File: src/rtl/uart_rxq_pkg.sv
package uart_rxq_pkg;
    localparam int FCR_EN_BIT    = 0;
    localparam int FCR_RXRST_BIT = 1;
    localparam int FCR_TXRST_BIT = 2;
    localparam logic [7:0] FCR_KEEP_MASK = 8'hC9;
    localparam int TRIG_SEL0 = 1;
    localparam int TRIG_SEL1 = 4;
    localparam int TRIG_SEL2 = 8;
    localparam int TRIG_SEL3 = 14;
endpackage

File: src/rtl/rxq_trig_decode.sv
module rxq_trig_decode #(
    parameter int CW = 5
) (
    input  logic [1:0]    sel,
    output logic [CW-1:0] level
);
    import uart_rxq_pkg::*;
    always_comb begin
        unique case (sel)
            2'd0:    level = CW'(TRIG_SEL0);
            2'd1:    level = CW'(TRIG_SEL1);
            2'd2:    level = CW'(TRIG_SEL2);
            default: level = CW'(TRIG_SEL3);
        endcase
    end
endmodule

File: src/rtl/rxq_mem.sv
module rxq_mem #(
    parameter int DW    = 8,
    parameter int DEPTH = 16,
    localparam int PW   = $clog2(DEPTH)
) (
    input  logic          clk,
    input  logic          we,
    input  logic [PW-1:0] waddr,
    input  logic [DW-1:0] wdata,
    input  logic [PW-1:0] raddr,
    output logic [DW-1:0] rdata
);
    logic [DW-1:0] mem [DEPTH];
    always_ff @(posedge clk) begin
        if (we) mem[waddr] <= wdata;
    end
    assign rdata = mem[raddr];
endmodule

File: src/rtl/uart_rx_queue.sv
module uart_rx_queue #(
    parameter int DW         = 8,
    parameter int DEPTH      = 16,
    parameter int TOUT_CHARS = 4,
    localparam int PW        = $clog2(DEPTH),
    localparam int CW        = $clog2(DEPTH + 1),
    localparam int TW        = $clog2(TOUT_CHARS + 1)
) (
    input  logic          clk,
    input  logic          rst_n,
    input  logic          rx_valid,
    input  logic [DW-1:0] rx_byte,
    input  logic          rd_strobe,
    input  logic          stat_rd,
    input  logic          char_tick,
    input  logic          ctl_we,
    input  logic [7:0]    ctl_wdata,
    output logic [DW-1:0] rd_data,
    output logic          data_ready,
    output logic          overrun,
    output logic [CW-1:0] fill_count,
    output logic [CW-1:0] trig_level,
    output logic          timeout_pend,
    output logic          fifo_on,
    output logic [7:0]    ctl_state,
    output logic          tx_flush
);
    import uart_rxq_pkg::*;

    typedef struct packed {
        logic [PW-1:0] head;
        logic [PW-1:0] tail;
        logic [CW-1:0] cnt;
        logic          dr;
        logic          ovr;
        logic          pend;
        logic          armed;
        logic [TW-1:0] tcnt;
        logic [7:0]    ctl;
        logic [CW-1:0] trig;
        logic [DW-1:0] hold;
        logic          txf;
    } rxq_state_t;

    rxq_state_t s_d, s_q;

    logic          push, pop;
    logic [DW-1:0] mem_rdata;
    logic [CW-1:0] dec_level;
    logic [7:0]    ctl_eff;

    rxq_mem #(.DW(DW), .DEPTH(DEPTH)) u_mem (
        .clk   (clk),
        .we    (push),
        .waddr (s_q.head),
        .wdata (rx_byte),
        .raddr (s_q.tail),
        .rdata (mem_rdata)
    );

    rxq_trig_decode #(.CW(CW)) u_dec (
        .sel   (ctl_wdata[7:6]),
        .level (dec_level)
    );

    always_comb begin
        s_d     = s_q;
        s_d.txf = 1'b0;
        push    = 1'b0;
        pop     = 1'b0;
        ctl_eff = ctl_wdata;

        if (stat_rd) s_d.ovr = 1'b0;

        if (s_q.ctl[FCR_EN_BIT]) begin
            // queued mode
            pop  = rd_strobe && (s_q.cnt != '0);
            push = rx_valid && ((s_q.cnt < CW'(DEPTH)) || pop);
            if (rx_valid && !push) s_d.ovr = 1'b1;
            if (push) s_d.head = (s_q.head == PW'(DEPTH - 1)) ? '0 : s_q.head + 1'b1;
            if (pop)  s_d.tail = (s_q.tail == PW'(DEPTH - 1)) ? '0 : s_q.tail + 1'b1;
            s_d.cnt = s_q.cnt + CW'(push) - CW'(pop);

            if (rx_valid)                          s_d.dr = 1'b1;
            else if (rd_strobe && s_d.cnt == '0)   s_d.dr = 1'b0;

            if (rd_strobe) s_d.pend = 1'b0;
            if (rx_valid || (rd_strobe && s_d.cnt != '0)) begin
                s_d.armed = 1'b1;
                s_d.tcnt  = '0;
            end else if (s_q.armed && char_tick) begin
                if (s_q.tcnt == TW'(TOUT_CHARS - 1)) begin
                    s_d.armed = 1'b0;
                    s_d.tcnt  = '0;
                    if (s_d.cnt != '0) s_d.pend = 1'b1;
                end else begin
                    s_d.tcnt = s_q.tcnt + 1'b1;
                end
            end
        end else begin
            // single-register mode
            if (rx_valid) begin
                if (s_q.dr && !rd_strobe) s_d.ovr = 1'b1;
                s_d.hold = rx_byte;
                s_d.dr   = 1'b1;
            end else if (rd_strobe) begin
                s_d.dr = 1'b0;
            end
        end

        if (ctl_we) begin
            if (ctl_wdata[FCR_EN_BIT] != s_q.ctl[FCR_EN_BIT]) begin
                ctl_eff[FCR_RXRST_BIT] = 1'b1;
                ctl_eff[FCR_TXRST_BIT] = 1'b1;
            end
            if (ctl_eff[FCR_RXRST_BIT]) begin
                s_d.head  = '0;
                s_d.tail  = '0;
                s_d.cnt   = '0;
                s_d.dr    = 1'b0;
                s_d.pend  = 1'b0;
                s_d.armed = 1'b0;
                s_d.tcnt  = '0;
            end
            if (ctl_eff[FCR_TXRST_BIT]) s_d.txf = 1'b1;
            if (ctl_eff[FCR_EN_BIT])    s_d.trig = dec_level;
            s_d.ctl = ctl_eff & FCR_KEEP_MASK;
        end
    end

    always_ff @(posedge clk) begin
        if (!rst_n) begin
            s_q      <= '0;
            s_q.trig <= CW'(1);
        end else begin
            s_q <= s_d;
        end
    end

    assign rd_data      = s_q.ctl[FCR_EN_BIT] ? ((s_q.cnt != '0) ? mem_rdata : '0) : s_q.hold;
    assign data_ready   = s_q.dr;
    assign overrun      = s_q.ovr;
    assign fill_count   = s_q.cnt;
    assign trig_level   = s_q.trig;
    assign timeout_pend = s_q.pend;
    assign fifo_on      = s_q.ctl[FCR_EN_BIT];
    assign ctl_state    = s_q.ctl;
    assign tx_flush     = s_q.txf;
endmodule

File: config.mk
export PLATFORM = sky130hd
export DESIGN_NAME = uart_rx_queue
export DESIGN_NICKNAME = d
export VERILOG_FILES = /design/src/rtl/uart_rxq_pkg.sv /design/src/rtl/rxq_trig_decode.sv /design/src/rtl/rxq_mem.sv /design/src/rtl/uart_rx_queue.sv
export SDC_FILE = /design/constraint.sdc
export NUM_CORES = 1
export LEC_CHECK = 0
export BUFFER_PORTS_ARGS = -buffer_cell sky130_fd_sc_hd__buf_2
export CAP_MARGIN = 20
export CELL_PAD_IN_SITES_DETAIL_PLACEMENT = 0
export CELL_PAD_IN_SITES_GLOBAL_PLACEMENT = 1
export CORE_ASPECT_RATIO = 1.25
export CORE_MARGIN = 2
export CORE_UTILIZATION = 50
export DETAILED_ROUTE_END_ITERATION = 16
export HOLD_SLACK_MARGIN = 0.08
export PLACE_DENSITY = 0.82
export REMOVE_ABC_BUFFERS = 1
export SLEW_MARGIN = 15
export SYNTH_ARGS = -nofsm -noshare
export SYNTH_HDL_FRONTEND = slang
export SYNTH_SLANG_ARGS = --single-unit
File: constraint.sdc
create_clock -name clk -period 3.96 [get_ports clk]
set_input_delay 0.396 -clock clk [delete_from_list [all_inputs] [get_ports clk]]
set_output_delay 0.396 -clock clk [all_outputs]
set_load 0.005 [all_outputs]
==> metrics <==
DR top layer met4; initial antenna violation count 0; GP Congestion 0.790; met3 routed wirelength 582 um; Hold Buf Count CTS 0; FF-to-FF path depth 15; Yosys top cell area share around 54%; ranking of synthesized cells by area edfxtp_1, dfxtp_1, mux4_1, mux4_2, nand2_1; WL per Instance just under 20 um; worst min path class primary input to flip-flop; multi-input logic area 2220 um2; Switching Share between 20% and 30%; nets@finish 520; Post-Route M1 WL 5.66 mm; # fillers 1,051; CP Capture Type flip-flop; Max-Cap Viols 0; clk slew on worst S/H paths 0.06 ns; Pint 2.83 mW; WL final roughly 13 mm; met2 WL 6.82 mm; reg2reg setup slack 0.51 ns; Critical Path RT 4.28 ns; FP Rows 48; Max Slew Vio Count 0; reg2reg start fill_count[3]; commonest cells after routing, fill and taps aside edfxtp_1, buf_2, nand2_1, dfxtp_1; cell leakage power 2.74 nW; CTS tree yes; TritonCTS Buffers 17; Yosys reg bits around 170; DR vias 3,895; Clock Sinks 165; io pins 54; final period utilization 87.1%; Gate power share 3.9%; hold_sp ctl_wdata[2]; largest area contributor in the netlist edfxtp_1; Area Growth Syn to Fin 12.1%; hold path endpoint tx_flush; Root Buffer clkbuf_16; ANT cells 0; crit-path cells inv_1, ha_1, nor4b_1, buf_4, nor2b_1, ha_1, inv_1, ha_1, inv_1, fa_1, xnor2_1, nor4bb_1, mux2i_1, o31a_1, a31o_2; CORE AREA 13,800 um2; worst slew pin tran 0.853 ns; type of origin of the critical path flip-flop; layout cells sized above 1 20.9%; clock latency on the worst-skew pair 0.42 ns; GRT overflow 0; Critical Path AT 3.77 ns; Pre-antenna DRT Iters 4; crit path kind flip-flop to flip-flop; clk_skew 0.00766 ns; die extent in x 110 um; relative slew slack 42.9%; Mapped Cells 444; detail-routed via count per cell 5.80; Reg power frac 52.3%; hpwl dp 9.10 mm; maximum vdd drop 349 uV; count of final setup violators 0; GRT Overall Usage 18.5%; postcts setup bufs 0; final hold vios 0; Mean Syn Cell Area 15.9 um2; Setup TNS 0 ns; largest net degree at the start of global routing 33; maximum clock frequency between 200 and 300 MHz; first-pass GRT wire length 21.2 mm; Main synth FF type edfxtp_1; DRC violations left 0; post-route ant nets 0; Tmin final 3.45 ns; Post-synth EDFFs 128; FF/Latch Area around 4600 um2; Cell variety after synth 51; register area share after synthesis 64.8%; CP peak stage delay 0.41 ns; die height 137 um; CP max stage cell fa_1; initial core utilization 51.3%; IO Port Bufs 46; RSZ-0062 raised after global routing no; Core Util, Final a little under three fifths; ys async rst share 0%; P_sw 0.777 mW; Hold Path Stages 2; number of global-route vias before repair around 3,800; R2R Path End s_q[25]; post-cts resize count 0; Yosys Warn Count 0; Crit Path Max Fanout 5; pwr dens between 400 and 500 nW/um2; H-tree depth 4; commonest non-fill, non-tap cell in the layout edfxtp_1; die area 15,100 um2; Clock Path Buffers 2; Clk pwr share 43.8%; DR iter-0 viols 374; status completed; mapped cell area between 7000 and 8000 um2
[power by group through the flow]
stage                     Clock (mW)  Combinational, mW  Sequential (mW)
after global placement             0              0.135             1.92
after global routing            1.68              0.158             1.89
final                           1.58              0.141             1.88
after floorplan                    0             0.0678             1.92
after CTS                       1.61              0.143             1.88
after detailed placement           0              0.142             1.92
[critical path: cells and delay by family, from the launching register on]
kind	cells	cell delay (ns)
AOI/OAI and AO/OA	2	0.57
xor gates and xnor gates	1	0.19
adders and majority gates	4	1.01
buffers and inverters	4	0.43
DFF	1	0.34
muxes	1	0.23
and+or+nand+nor	3	0.58
[layout make-up]
class | count | share of cell area [%]
Inverter | 11 | 0.521
Multi-Input combinational cell | 234 | 28.0
Timing Repair Buffer | 55 | 3.75
Clock inverter | 12 | 1.53
Clock buffer | 20 | 5.63
Sequential cell | 165 | 57.8
Tap cell | 175 | 2.76
[worst max path at each step]
stage | startpoint | endpoint | slack (ns)
floorplan | fill_count[3] | s_q[25] | 0.72
global placement | fill_count[3] | s_q[25] | 0.68
detailed placement | fill_count[3] | s_q[25] | 0.57
CTS | fill_count[3] | s_q[23] | 0.52
global route | fill_count[3] | s_q[23] | 0.29
finish | fill_count[3] | s_q[25] | 0.51
[flip-flops by register name, summed over array words and instances (netlist names)]
name and flops:
s_q 16, trig_level 4, tx_flush 1, data_ready 1
overrun 1, timeout_pend 1, u_mem.mem 128, fill_count 5
u_mem.raddr 4, ctl_state 4
[cells in the mapped netlist, drive strengths merged (7+ instances only)]
library cell	number
a21oi	10
dfxtp	37
ha	12
o21ai	8
nand2	44
mux4	40
clkbuf	14
edfxtp	128
a22o	8
inv	11
mux2i	7
nor2	26
buf	24
a21boi	11
[layer usage]
layer / global-route usage, % / up-vias
li1: - / 1789
met1: 24.0 / 1960
met2: 30.9 / 126
met3: 4.52 / 20
met4: 6.46 / 0
met5: 0 / -
[cells by family after synthesis]
logic type,count (synthesis),share of synthesized area [%]
DFF,165,64.8
and+or+nand+nor,106,6.93
AOI/OAI and AO/OA,56,5.62
buffers and inverters,49,4.08
muxes,47,15.1
adders and majority gates,13,2.40
xor gates and xnor gates,7,1.06
other,1,0.0530
[through the flow]
| step | hold WS (ns) | cells | cell area (um2) | power (mW) | worst slack [ns] |
|---|---|---|---|---|---|
| global placement | 0.441 | 640 | 7360 | 2.06 | 0.682 |
| CTS | 0.213 | 672 | 7930 | 3.63 | 0.519 |
| finish | 0.234 | 672 | 7930 | 3.60 | 0.510 |
| detailed placement | 0.449 | 640 | 7360 | 2.06 | 0.565 |
| floorplan | 0.438 | 410 | 6850 | 1.99 | 0.724 |
| global route | 0.213 | 672 | 7930 | 3.72 | 0.287 |
Power figures use the tool's default switching activity.
